File: src/rtl/memtest_pkg.sv
package memtest_pkg;

  typedef enum logic [1:0] {
    OP_END   = 2'd0,
    OP_WRITE = 2'd1,
    OP_READ  = 2'd2,
    OP_RSVD  = 2'd3
  } opcode_e;

  typedef enum logic [1:0] {
    ST_IDLE,
    ST_RUN,
    ST_DONE,
    ST_FAULT
  } state_e;

  // control -> datapath strobes
  typedef struct packed {
    logic clear;    // start accepted: wipe recorded failure
    logic issueRd;  // read address phase completes this cycle
    logic capture;  // record the mismatch seen this cycle
    logic busy;     // engine running; locks configuration
  } strobes_t;

  localparam int REG_CTRL   = 0;
  localparam int REG_STATUS = 1;
  localparam int REG_FADDR  = 2;
  localparam int REG_GOT    = 3;
  localparam int REG_EXP    = 4;
  localparam int REG_LCNT   = 5;
  localparam int REG_LSTART = 6;
  localparam int REG_LEND   = 7;

endpackage

File: src/rtl/memtest_ctrl.sv
module memtest_ctrl
  import memtest_pkg::*;
#(
  parameter int PC_W  = 4,
  parameter int CNT_W = 8
) (
  input  logic             clk,
  input  logic             rstN,
  input  opcode_e          entryOp,
  input  logic             mGnt,
  input  logic             mismatch,
  input  logic             hostStart,
  input  logic [CNT_W-1:0] loopCount,
  input  logic [PC_W-1:0]  loopStart,
  input  logic [PC_W-1:0]  loopEnd,
  output logic             mReq,
  output strobes_t         strobes,
  output logic [PC_W-1:0]  pc,
  output logic [CNT_W-1:0] loopLeft,
  output logic             done,
  output logic             fail
);

  state_e state;
  logic   running, busOp, issue, loopBack;

  assign running  = (state == ST_RUN);
  assign busOp    = (entryOp == OP_WRITE) || (entryOp == OP_READ);
  assign mReq     = running && busOp;
  assign issue    = mReq && mGnt;
  assign loopBack = (pc == loopEnd) && (loopLeft != '0);

  assign done = (state == ST_DONE);
  assign fail = (state == ST_FAULT);

  always_comb begin
    strobes.clear   = hostStart && !running;
    strobes.issueRd = issue && (entryOp == OP_READ);
    strobes.capture = running && mismatch;
    strobes.busy    = running;
  end

  always_ff @(posedge clk) begin
    if (!rstN) begin
      state    <= ST_IDLE;
      pc       <= '0;
      loopLeft <= '0;
    end else if (!running) begin
      if (hostStart) begin
        state    <= ST_RUN;
        pc       <= '0;
        loopLeft <= loopCount;
      end
    end else begin
      if (mismatch)    state <= ST_FAULT;
      else if (!busOp) state <= ST_DONE;
      if (issue) begin
        if (loopBack) begin
          pc       <= loopStart;
          loopLeft <= loopLeft - 1'b1;
        end else begin
          pc <= pc + 1'b1;
        end
      end
    end
  end

endmodule

File: src/rtl/memtest_dp.sv
module memtest_dp
  import memtest_pkg::*;
#(
  parameter int DATA_W  = 16,
  parameter int MADDR_W = 8,
  parameter int PC_W    = 4,
  parameter int CNT_W   = 8,
  localparam int REG_W  = DATA_W + MADDR_W + 2,
  localparam int SA_W   = PC_W + 1,
  localparam int DEPTH  = 1 << PC_W
) (
  input  logic               clk,
  input  logic               rstN,
  input  logic               sWe,
  input  logic [SA_W-1:0]    sAddr,
  input  logic [REG_W-1:0]   sWdata,
  output logic [REG_W-1:0]   sRdata,
  output logic               mWe,
  output logic [MADDR_W-1:0] mAddr,
  output logic [DATA_W-1:0]  mWdata,
  input  logic [DATA_W-1:0]  mRdata,
  input  strobes_t           strobes,
  input  logic [PC_W-1:0]    pc,
  input  logic               done,
  input  logic               fail,
  output opcode_e            entryOp,
  output logic               mismatch,
  output logic               hostStart,
  output logic [CNT_W-1:0]   loopCount,
  output logic [PC_W-1:0]    loopStart,
  output logic [PC_W-1:0]    loopEnd
);

  logic [REG_W-1:0]   prog [DEPTH];
  logic [REG_W-1:0]   cur;
  logic               regSel, progWr;
  logic [PC_W-1:0]    idx;
  logic               cmpValid;
  logic [MADDR_W-1:0] cmpAddr, failAddr;
  logic [DATA_W-1:0]  cmpExp, gotData, expData;

  assign regSel    = !sAddr[PC_W];
  assign idx       = sAddr[PC_W-1:0];
  assign progWr    = sWe && !regSel && !strobes.busy;
  assign hostStart = sWe && regSel && (idx == PC_W'(REG_CTRL)) && sWdata[0];

  // current slot drives the master port
  assign cur     = prog[pc];
  assign entryOp = opcode_e'(cur[REG_W-1 -: 2]);
  assign mAddr   = cur[DATA_W +: MADDR_W];
  assign mWdata  = cur[DATA_W-1:0];
  assign mWe     = (entryOp == OP_WRITE);

  // compare stage: one cycle behind the address phase
  assign mismatch = cmpValid && (mRdata != cmpExp);

  always_ff @(posedge clk) begin
    if (!rstN) begin
      for (int i = 0; i < DEPTH; i++) prog[i] <= '0;
    end else if (progWr) begin
      prog[idx] <= sWdata;
    end
  end

  always_ff @(posedge clk) begin
    if (!rstN) begin
      loopCount <= '0;
      loopStart <= '0;
      loopEnd   <= '0;
    end else if (sWe && regSel && !strobes.busy) begin
      case (int'(idx))
        REG_LCNT:   loopCount <= sWdata[CNT_W-1:0];
        REG_LSTART: loopStart <= sWdata[PC_W-1:0];
        REG_LEND:   loopEnd   <= sWdata[PC_W-1:0];
        default: ;
      endcase
    end
  end

  always_ff @(posedge clk) begin
    if (!rstN) begin
      cmpValid <= 1'b0;
      cmpAddr  <= '0;
      cmpExp   <= '0;
    end else begin
      cmpValid <= strobes.issueRd;
      cmpAddr  <= mAddr;
      cmpExp   <= mWdata;
    end
  end

  always_ff @(posedge clk) begin
    if (!rstN || strobes.clear) begin
      failAddr <= '0;
      gotData  <= '0;
      expData  <= '0;
    end else if (strobes.capture) begin
      failAddr <= cmpAddr;
      gotData  <= mRdata;
      expData  <= cmpExp;
    end
  end

  always_comb begin
    sRdata = '0;
    if (!regSel) begin
      sRdata = prog[idx];
    end else begin
      case (int'(idx))
        REG_STATUS: sRdata = REG_W'({fail, done, strobes.busy});
        REG_FADDR:  sRdata = REG_W'(failAddr);
        REG_GOT:    sRdata = REG_W'(gotData);
        REG_EXP:    sRdata = REG_W'(expData);
        REG_LCNT:   sRdata = REG_W'(loopCount);
        REG_LSTART: sRdata = REG_W'(loopStart);
        REG_LEND:   sRdata = REG_W'(loopEnd);
        default:    sRdata = '0;
      endcase
    end
  end

endmodule

File: src/rtl/memtest_seq.sv
module memtest_seq
  import memtest_pkg::*;
#(
  parameter int DATA_W  = 16,
  parameter int MADDR_W = 8,
  parameter int PC_W    = 4,
  parameter int CNT_W   = 8,
  localparam int REG_W  = DATA_W + MADDR_W + 2,
  localparam int SA_W   = PC_W + 1
) (
  input  logic               clk,
  input  logic               rstN,
  input  logic               sWe,
  input  logic [SA_W-1:0]    sAddr,
  input  logic [REG_W-1:0]   sWdata,
  output logic [REG_W-1:0]   sRdata,
  output logic               mReq,
  input  logic               mGnt,
  output logic               mWe,
  output logic [MADDR_W-1:0] mAddr,
  output logic [DATA_W-1:0]  mWdata,
  input  logic [DATA_W-1:0]  mRdata
);

  strobes_t         stb;
  opcode_e          entryOp;
  logic             mismatch, hostStart, doneW, failW;
  logic [PC_W-1:0]  pcW, loopStartW, loopEndW;
  logic [CNT_W-1:0] loopCountW, loopLeftW;

  memtest_ctrl #(.PC_W(PC_W), .CNT_W(CNT_W)) u_ctrl (
    .clk(clk), .rstN(rstN), .entryOp(entryOp), .mGnt(mGnt),
    .mismatch(mismatch), .hostStart(hostStart), .loopCount(loopCountW),
    .loopStart(loopStartW), .loopEnd(loopEndW), .mReq(mReq),
    .strobes(stb), .pc(pcW), .loopLeft(loopLeftW), .done(doneW), .fail(failW)
  );

  memtest_dp #(.DATA_W(DATA_W), .MADDR_W(MADDR_W), .PC_W(PC_W), .CNT_W(CNT_W)) u_dp (
    .clk(clk), .rstN(rstN), .sWe(sWe), .sAddr(sAddr), .sWdata(sWdata),
    .sRdata(sRdata), .mWe(mWe), .mAddr(mAddr), .mWdata(mWdata), .mRdata(mRdata),
    .strobes(stb), .pc(pcW), .done(doneW), .fail(failW), .entryOp(entryOp),
    .mismatch(mismatch), .hostStart(hostStart), .loopCount(loopCountW),
    .loopStart(loopStartW), .loopEnd(loopEndW)
  );

endmodule

File: config.mk
export PLATFORM = sky130hd
export DESIGN_NAME = memtest_seq
export DESIGN_NICKNAME = d
export VERILOG_FILES = /design/src/rtl/memtest_pkg.sv /design/src/rtl/memtest_ctrl.sv /design/src/rtl/memtest_dp.sv /design/src/rtl/memtest_seq.sv
export SDC_FILE = /design/constraint.sdc
export NUM_CORES = 1
export LEC_CHECK = 0
export BUFFER_PORTS_ARGS = -buffer_cell sky130_fd_sc_hd__buf_4
export CAP_MARGIN = 20
export CORE_MARGIN = 4
export CORE_UTILIZATION = 40
export DETAILED_ROUTE_END_ITERATION = 8
export SLEW_MARGIN = 5
export SYNTH_ARGS = -nofsm -noshare
export SYNTH_HDL_FRONTEND = slang
export SYNTH_HIERARCHICAL = 1
export SYNTH_SLANG_ARGS = --single-unit
export TNS_END_PERCENT = 30
File: constraint.sdc
create_clock -name clk -period 4.3 [get_ports clk]
set_input_delay 0.86 -clock clk [delete_from_list [all_inputs] [get_ports clk]]
set_output_delay 0.86 -clock clk [all_outputs]
set_load 0.01 [all_outputs]
==> results_dict.tcl, run 1 <==
set metrics [dict create \
    avgSynthCellArea_um2 13.8 \
    io_pins 103 \
    gp_congestion 0.869 \
    drt_iter0_drc 2239 \
    die_w_um 265 \
    synth_ff_type "edfxtp_1" \
    period_needed_ns 4.12 \
    postLayoutCoreUtil 0.463 \
    synthTopCellsByArea "edfxtp_1 (47%), mux4_2 (15%), and2_1 (11%)" \
    worstPathArrival_ns 3.26 \
    fmax_mhz 243 \
    crit_required_ns 3.44 \
    synth_top_area_frac 0.472 \
    m1WireLength_um 35100 \
    cts_setup_buffers 0 \
    grt_first_pass_wirelength_um 129000 \
    synth_common_cells "and2_1 (447), edfxtp_1 (416), mux4_2 (182)" \
    finalSetupViolCount 0 \
    via_per_inst 6.16 \
    dp_hpwl_um 57800 \
    maxCapViolCount 0 \
    die_area_um2 70400 \
    cts_buffers 54 \
    yosys_register_bits 511 \
    fin_setup_tns_ns 0 \
    synth_top_area_cell "edfxtp_1" \
    grtUsageTotal 0.252 \
    finClkSkew_ns 0.0195 \
    drt-total-wl_um 90200 \
    routed-via-count 17901 \
    grt_start_max_net_pins 90 \
    grt_pass1_vias 17901 \
    wl_per_cell_um 31.1 \
    clkSinkCount 511 \
    rsz0062_at_grt "no" \
    cts_max_level 2 \
    core_region_area_um2 65700 \
    yosysMostFrequentCell "and2_1" \
    antenna_found_initial 7 \
    ant_nets 0 \
    worst_hold_path_type "register to register" \
    firstDrtPassIters 6 \
    drive_gt1_frac 0.260 \
    finalHoldViolCount 0 \
    cts_tree "built" \
    synth_edf_count 416 \
    synth-async-reset-ratio 0 \
    cts_hold_buf 0 \
    worst_slew_pin_slew_ns 1.02 \
    drcViolationCount 0 \
    slew_viol_final 0 \
    nets 2053 \
    die_y_um 265 \
    p_leak_nw 10.6 \
    crit_type "primary input to output pin" \
    insertion_delay_ns 0.61 \
    total_power_mw 11.6 \
    postCtsResizedCells 0 \
    start_util 0.403 \
    worstPathMaxFanout 47 \
    area_delta_synth_final_pct 14.9 \
    synth_area_um2 26500 \
    ys_types 62 \
    clk_path_buf_depth 3 \
    finalCritPeriodShare 0.958 \
    end_kind "output pin" \
    ir_worst_vdd_mv 0.361 \
    cts_root_buf "clkbuf_16" \
    clkSlewWorstSetupHoldPaths_ns 0.06 \
    portBuffers 102 \
    overflow 0 \
    met2_length_um 42200 \
    syn-num-nets 1977 \
    dr_wl_met3_um 9330 \
    synth_seq_area_share 0.543 \
    r2r_slack_ns 0.74 \
    cp-start-kind "primary input" \
    yosysWarnings 6 \
    status "finished clean" \
    worst_slack_ns 0.183 \
    rows 94 \
    synthCells 1922 \
    dp_slack_ns 0.289 \
    pwr_density_cell_nw_per_um2 380 \
    slew_headroom 0.320 \
    top_layer "met5" \
]
logic make-up (layout without fill, tap and decap cells):
logic type | count (synthesis) | in the layout | synth area share
adder cells (fa/ha/maj) | 4 | 4 | 0.00189
flip-flops | 511 | 511 | 0.543
XOR/XNOR | 20 | 20 | 0.00661
other | 0 | 2 | 0
multiplexers | 341 | 341 | 0.215
AND/OR/NAND/NOR | 702 | 702 | 0.155
AO/OA/AOI/OAI | 165 | 165 | 0.0456
buffers and inverters | 179 | 295 | 0.0321
registers in the layout, summed over array words and instances, names as in the netlist:
name and count:
u_dp/prog 416, u_ctrl/pc 4, u_dp/cmpValid 1, u_ctrl/loopLeft 8, u_ctrl/state 2, u_dp/gotData 16, u_dp/cmpExp 16, u_dp/expData 16
u_dp/failAddr 8, u_dp/loopStart 4, u_dp/cmpAddr 8, u_dp/loopCount 8, u_dp/loopEnd 4
metal layers:
metal  GRT usage  up-vias
li1            -     7402
met1       0.343     9159
met2       0.401     1146
met3      0.0562      192
met4      0.0921        2
met5           0        -
worst max-delay path, cell delays in order:
cell and delay, ns:
buf_6 0.39, buf_4 0.54, mux4_2 0.41, o21ai_0 0.41, o221ai_1 0.34, buf_4 0.24
path summary, 6_finish.rpt:
path	start	end	cells after the start
worst min register to register	u_dp/cmpAddr[1]$_SDFF_PN0_	u_dp/failAddr[1]$_SDFFE_PP0P_	2
worst min-delay path	u_dp/cmpAddr[1]$_SDFF_PN0_	u_dp/failAddr[1]$_SDFFE_PP0P_	2
worst max-delay path	sAddr[1]	sRdata[3]	6
worst max register to register	u_ctrl/pc[0]$_SDFFE_PN0P_	u_ctrl/loopLeft[0]$_SDFFE_PN0P_	9
placed cells by master (no fill, tap or decap), types with 14 or more instances in the layout:
cell / n
o21ai_4: 15
a22oi_1: 42
buf_12: 14
nor2b_1: 25
xnor2_1: 16
edfxtp_1: 416
nand3_1: 57
mux4_2: 182
and2_1: 447
nor2_1: 60
o22ai_1: 14
o21ai_0: 18
buf_4: 173
nand2_1: 44
clkbuf_16: 55
dfxtp_1: 91
nor2_2: 15
mux2i_1: 156
where the power goes:
group | total, mW | switching [mW] | internal, mW | leakage, nW
sequential | 5.72 | 0.146 | 5.58 | 4.73
clock | 4.79 | 1.99 | 2.81 | 0.867
combinational | 1.05 | 0.606 | 0.441 | 5.05
stage by stage:
step / instance area [µm²] / instances / hold slack [ns]
floorplan: 26500 / 1922 / 0.440
global placement: 28600 / 2805 / 0.448
detailed placement: 28600 / 2806 / 0.462
CTS: 30400 / 2902 / 0.473
global route: 30400 / 2903 / 0.502
finish: 30400 / 2904 / 0.470
layout make-up:
class	instances	area [µm²]
Antenna cell	2	5.00
Inverter	9	33.8
Multi-Input combinational cell	1232	11500
Timing Repair Buffer	190	1610
Sequential cell	511	14400
Tap cell	864	1080
Clock inverter	31	352
Fill cell	5681	35300
Clock buffer	65	1450
No activity file was read; power rests on OpenSTA's default activity.
==> inputs of run 2 (changes only) <==
- SKIP_CTS_REPAIR_TIMING: default -> 1
- clock period: 4.3 -> 3.65 ns (I/O delays scaled with it)
==> run 2 against run 1 <==
- clock skew rose by 0.0083 ns
- worst setup slack got worse by 0.050 ns
- cell area rose by 1.5%
- critical path depth rose by 1
- non-clock buffer count rose by 38
- clock power rose by 22%
- combinational power rose by 20%
- wire length rose by 1.5%
- highest routed layer unchanged
==> results_dict.tcl, run 2 (synthesis results as in run 1) <==
set metrics [dict create \
    grt_first_pass_wirelength_um 131000 \
    drt-total-wl_um 91500 \
    worst_hold_path_type "primary input to register" \
    finalSetupViolCount 0 \
    insertion_delay_ns 0.64 \
    crit_top_cell "buf_4" \
    p_leak_nw 10.9 \
    pwr_density_cell_nw_per_um2 449 \
    drive_gt1_frac 0.275 \
    grt_pass1_vias 18086 \
    crit_required_ns 2.92 \
    rows 94 \
    postLayoutCoreUtil 0.470 \
    finalHoldViolCount 0 \
    portBuffers 102 \
    maxCapViolCount 0 \
    overflow 0 \
    reg2reg_to "u_ctrl/loopLeft[4]$_SDFFE_PN0P_" \
    io_pins 103 \
    reg2reg_depth 10 \
    die_w_um 265 \
    cts_tree "built" \
    gp_congestion 0.888 \
    period_needed_ns 3.52 \
    die_y_um 265 \
    layout_commonest_cell "and2_1" \
    place_inst 2839 \
    cpPeakStageDelay_ns 0.51 \
    finalNonFillerCells 2947 \
    worstHoldEndpoint "u_dp/gotData[5]$_SDFFE_PP0P_" \
    fin_area_um2 30900 \
    crit_type "primary input to output pin" \
    dp_hpwl_um 59500 \
    ant_nets 0 \
    fmax_mhz 284 \
    drt_iter0_drc 2157 \
    dp_slack_ns 0.203 \
    grtUsageTotal 0.256 \
    core_region_area_um2 65700 \
    antenna_found_initial 3 \
    cts_max_level 2 \
    cts_root_buf "clkbuf_16" \
    drcViolationCount 0 \
    cp-start-kind "primary input" \
    via_per_inst 6.09 \
    clkSinkCount 511 \
    cp_top_family "buffers and inverters" \
    wl_per_cell_um 31.1 \
    finalCritPeriodShare 0.964 \
    cp.buffers_inverters 4 \
    slew_viol_final 0 \
    total_power_mw 13.8 \
    grt_start_max_net_pins 73 \
    regMostFlops "u_dp/prog" \
    fillers 5649 \
    hold_path_depth 3 \
    worstPathMaxFanout 48 \
    largest_reg_flops 416 \
    clkSlewWorstSetupHoldPaths_ns 0.06 \
    min_from "mRdata[5]" \
    reg2reg_from "u_ctrl/pc[0]$_SDFFE_PN0P_" \
    holdWs_ns 0.368 \
    ir_worst_vdd_mv 0.360 \
    slew_headroom 0.365 \
    placed_area_um2 28900 \
    end_kind "output pin" \
    area_delta_synth_final_pct 16.6 \
    status "finished clean" \
    routed-via-count 17960 \
    fin_setup_tns_ns 0 \
    path_cells "buf_6 -> or2_2 -> o21ai_2 -> buf_4 -> o221ai_1 -> buf_4 -> buf_4" \
    worstPathArrival_ns 2.79 \
    start_util 0.403 \
    clk_path_buf_depth 3 \
    firstDrtPassIters 6 \
    mostFrequentLayoutCells "and2_1 (447), edfxtp_1 (416), buf_4 (205)" \
    slowest_stage "o21ai_2" \
    worst_slack_ns 0.133 \
    cts_buffers 56 \
    worst_slew_pin_slew_ns 0.952 \
    die_area_um2 70400 \
    finClkSkew_ns 0.0278 \
    r2r_slack_ns 0.59 \
    nets 2093 \
]
## run 2: changes by cell type in the layout (fill, tap and decap cells not counted), sizes merged
cell      delta
clkbuf       +8
buf         +38
clkinvlp     -6
bufinv       -1
diode        -1
inv          +4
clkinv       +1
## run 2: how the worst max path moves through the flow
stage,startpoint,endpoint,cells after the start
after floorplan,u_ctrl/state[1]$_SDFFE_PN0P_,u_dp/prog[0][0]$_SDFFCE_PN0P_,7
after global placement,sAddr[0],sRdata[14],8
after detailed placement,sAddr[0],sRdata[15],8
after CTS,u_ctrl/pc[0]$_SDFFE_PN0P_,mWdata[13],6
after global routing,u_ctrl/pc[0]$_SDFFE_PN0P_,mReq,7
final,sAddr[1],sRdata[15],7
## run 2: layer usage
| metal | vias to the layer above | wire [µm] | track usage |
|---|---|---|---|
| met5 | - | 20 | 0 |
| met4 | 2 | 3920 | 0.0952 |
| met3 | 230 | 9080 | 0.0509 |
| met2 | 1122 | 43000 | 0.417 |
| met1 | 9135 | 35500 | 0.341 |
| li1 | 7471 | - | - |
## run 2: final cells by class
cell class | instances | area [µm²] | share of cell area
antenna | 1 | 2.50 | 0.0000811
clock buffer | 73 | 1550 | 0.0501
clock inverter | 29 | 325 | 0.0105
inverter | 9 | 33.8 | 0.00109
multi-input combinational | 1232 | 11500 | 0.372
sequential | 511 | 14400 | 0.467
tap | 864 | 1080 | 0.0350
timing repair buffer | 228 | 1980 | 0.0642
## run 2: worst register-to-register path, delay by kind of cell, from the launching register on
family          cells  cell delay (ns)
compound gates      4             0.65
fa+ha+maj           1             0.40
buf+inv             2             0.40
flops               1             0.39
mux                 1             0.50
simple gates        2             0.61
## run 2: report_power, final
part           total [mW]  internal [mW]  switching, mW  leakage [nW]
clock                5.85           3.41           2.43         0.927
combinational        1.26          0.543          0.714          5.28
sequential           6.74           6.57          0.175          4.73
total                13.8           10.5           3.32          10.9
==> inputs of run 3 (changes only) <==
==> constraint.sdc (replaced) <==
create_clock -name clk -period 3.65 [get_ports clk]
set_input_delay 0.1825 -clock clk [delete_from_list [all_inputs] [get_ports clk]]
set_output_delay 0.1825 -clock clk [all_outputs]
set_load 0.01 [all_outputs]
==> run 3 against run 2 <==
- the run now ends with hold timing left
- sequential power about the same
- combinational power about the same
- global-route usage down 0.45 points
- sequential share of layout area about the same
- critical path depth down 2
- count of clock-buffer cells in the layout down 5
- via count about the same
==> results_dict.tcl, run 3 (synthesis results as in run 1) <==
set metrics [dict create \
    grt_first_pass_wirelength_um 128000 \
    worstPathMaxFanout 67 \
    rsz0062_at_grt "no" \
    worst_hold_path_type "primary input to register" \
    top_layer "met5" \
    crit_top_cell "buf_4" \
    status "finished, violations left" \
    cp-start-kind "register" \
    met2_length_um 40300 \
    postLayoutCoreUtil 0.469 \
    rows 94 \
    layout_commonest_cell "and2_1" \
    regMostFlops "u_dp/prog" \
    mostFrequentLayoutCells "and2_1 (447), edfxtp_1 (416), mux4_2 (182)" \
    slew_headroom 0.267 \
    firstDrtPassIters 5 \
    start_util 0.403 \
    largest_reg_flops 416 \
    total_power_mw 14.0 \
    finalNonFillerCells 2949 \
    regArea_um2 14400 \
    die_w_um 265 \
    grt_start_max_net_pins 70 \
    routed-via-count 17957 \
    finClkSkew_ns 0.0225 \
    die_area_um2 70400 \
    io_pins 103 \
    drcViolationCount 0 \
    grt_pass1_vias 17771 \
    holdWs_ns -0.0137 \
    finalSetupViolCount 0 \
    fmax_mhz 296 \
    antenna_found_initial 6 \
    gp_congestion 0.856 \
    crit_required_ns 3.47 \
    nets 2089 \
    place_inst 2806 \
    worst_slew_pin_slew_ns 1.10 \
    ir_worst_vdd_mv 0.374 \
    overflow 0 \
    slew_viol_final 0 \
    pwr_density_cell_nw_per_um2 454 \
    portBuffers 102 \
    drt-total-wl_um 90700 \
    r2r_slack_ns 0.76 \
    area_delta_synth_final_pct 16.4 \
    violations "hold timing" \
    cts_max_level 2 \
    drt_iter0_drc 2380 \
    dr_wl_met3_um 11100 \
    worstPathArrival_ns 3.19 \
    slowest_stage "buf_4" \
    drive_gt1_frac 0.259 \
    wl_per_cell_um 30.8 \
    cp_top_family "buffers and inverters" \
    p_leak_nw 10.8 \
    die_y_um 265 \
    crit_type "register to output pin" \
    cts_root_buf "clkbuf_16" \
    core_region_area_um2 65700 \
    insertion_delay_ns 0.63 \
    clk_path_buf_depth 3 \
    period_needed_ns 3.38 \
    clkSlewWorstSetupHoldPaths_ns 0.06 \
    clkSinkCount 511 \
    finalHoldViolCount 21 \
    worst_slack_ns 0.275 \
    multiInputGateArea_um2 11500 \
    path_cells "buf_4 -> mux4_2 -> a22oi_1 -> nand3_1 -> buf_4" \
    cts_tree "built" \
    dp_hpwl_um 57700 \
    finalCritPeriodShare 0.925 \
    grtUsageTotal 0.251 \
    maxCapViolCount 0 \
    dp_slack_ns 0.785 \
    fin_setup_tns_ns 0 \
    end_kind "output pin" \
    fillers 5658 \
    cp.buffers_inverters 2 \
    cts_buffers 56 \
    via_per_inst 6.09 \
    cpPeakStageDelay_ns 0.81 \
    m1WireLength_um 36000 \
    ant_nets 0 \
]
run 3: worst paths after layout:
kind / cells past startpoint / start / to
hold reg to reg: 2 / u_dp/expData[6]$_SDFFE_PP0P_ / u_dp/expData[6]$_SDFFE_PP0P_
setup reg to reg: 8 / u_ctrl/pc[0]$_SDFFE_PN0P_ / u_ctrl/pc[3]$_SDFFE_PN0P_
hold / removal: 3 / sWdata[4] / u_dp/loopCount[4]$_SDFFE_PN0P_
setup / recovery: 5 / u_ctrl/pc[2]$_SDFFE_PN0P_ / mWdata[3]
run 3: layout make-up:
| class | instances | area share |
|---|---|---|
| sequential | 511 | 0.467 |
| multi-input combinational | 1232 | 0.372 |
| timing repair buffer | 224 | 0.0612 |
| clock buffer | 68 | 0.0479 |
| tap | 864 | 0.0351 |
| clock inverter | 36 | 0.0148 |
| inverter | 9 | 0.00110 |
| antenna | 5 | 0.000406 |
run 3: metal layers:
layer	track usage	up-vias
met5	0	-
met4	0.0848	4
met3	0.0763	195
met2	0.380	1120
met1	0.348	9170
li1	-	7468
run 3: metrics by stage:
step / hold slack [ns] / instance area, µm²
detailed placement: 0.446 / 28600
finish: -0.0137 / 30800
global route: 0.00102 / 30800
global placement: 0.438 / 28600
CTS: -0.205 / 30500
floorplan: 0.329 / 26500
run 3: worst reg2reg max path, delay by kind of cell, from the launching register on:
family / cells / cell delay (ns)
flops: 1 / 0.47
simple gates: 3 / 0.85
compound gates: 3 / 0.53
mux: 1 / 0.54
fa+ha+maj: 1 / 0.40
run 3: where the power goes:
part	internal (mW)	leakage [nW]	switching [mW]
registers	6.57	4.73	0.189
clock network	3.53	0.926	2.44
logic	0.538	5.18	0.719
total	10.6	10.8	3.35
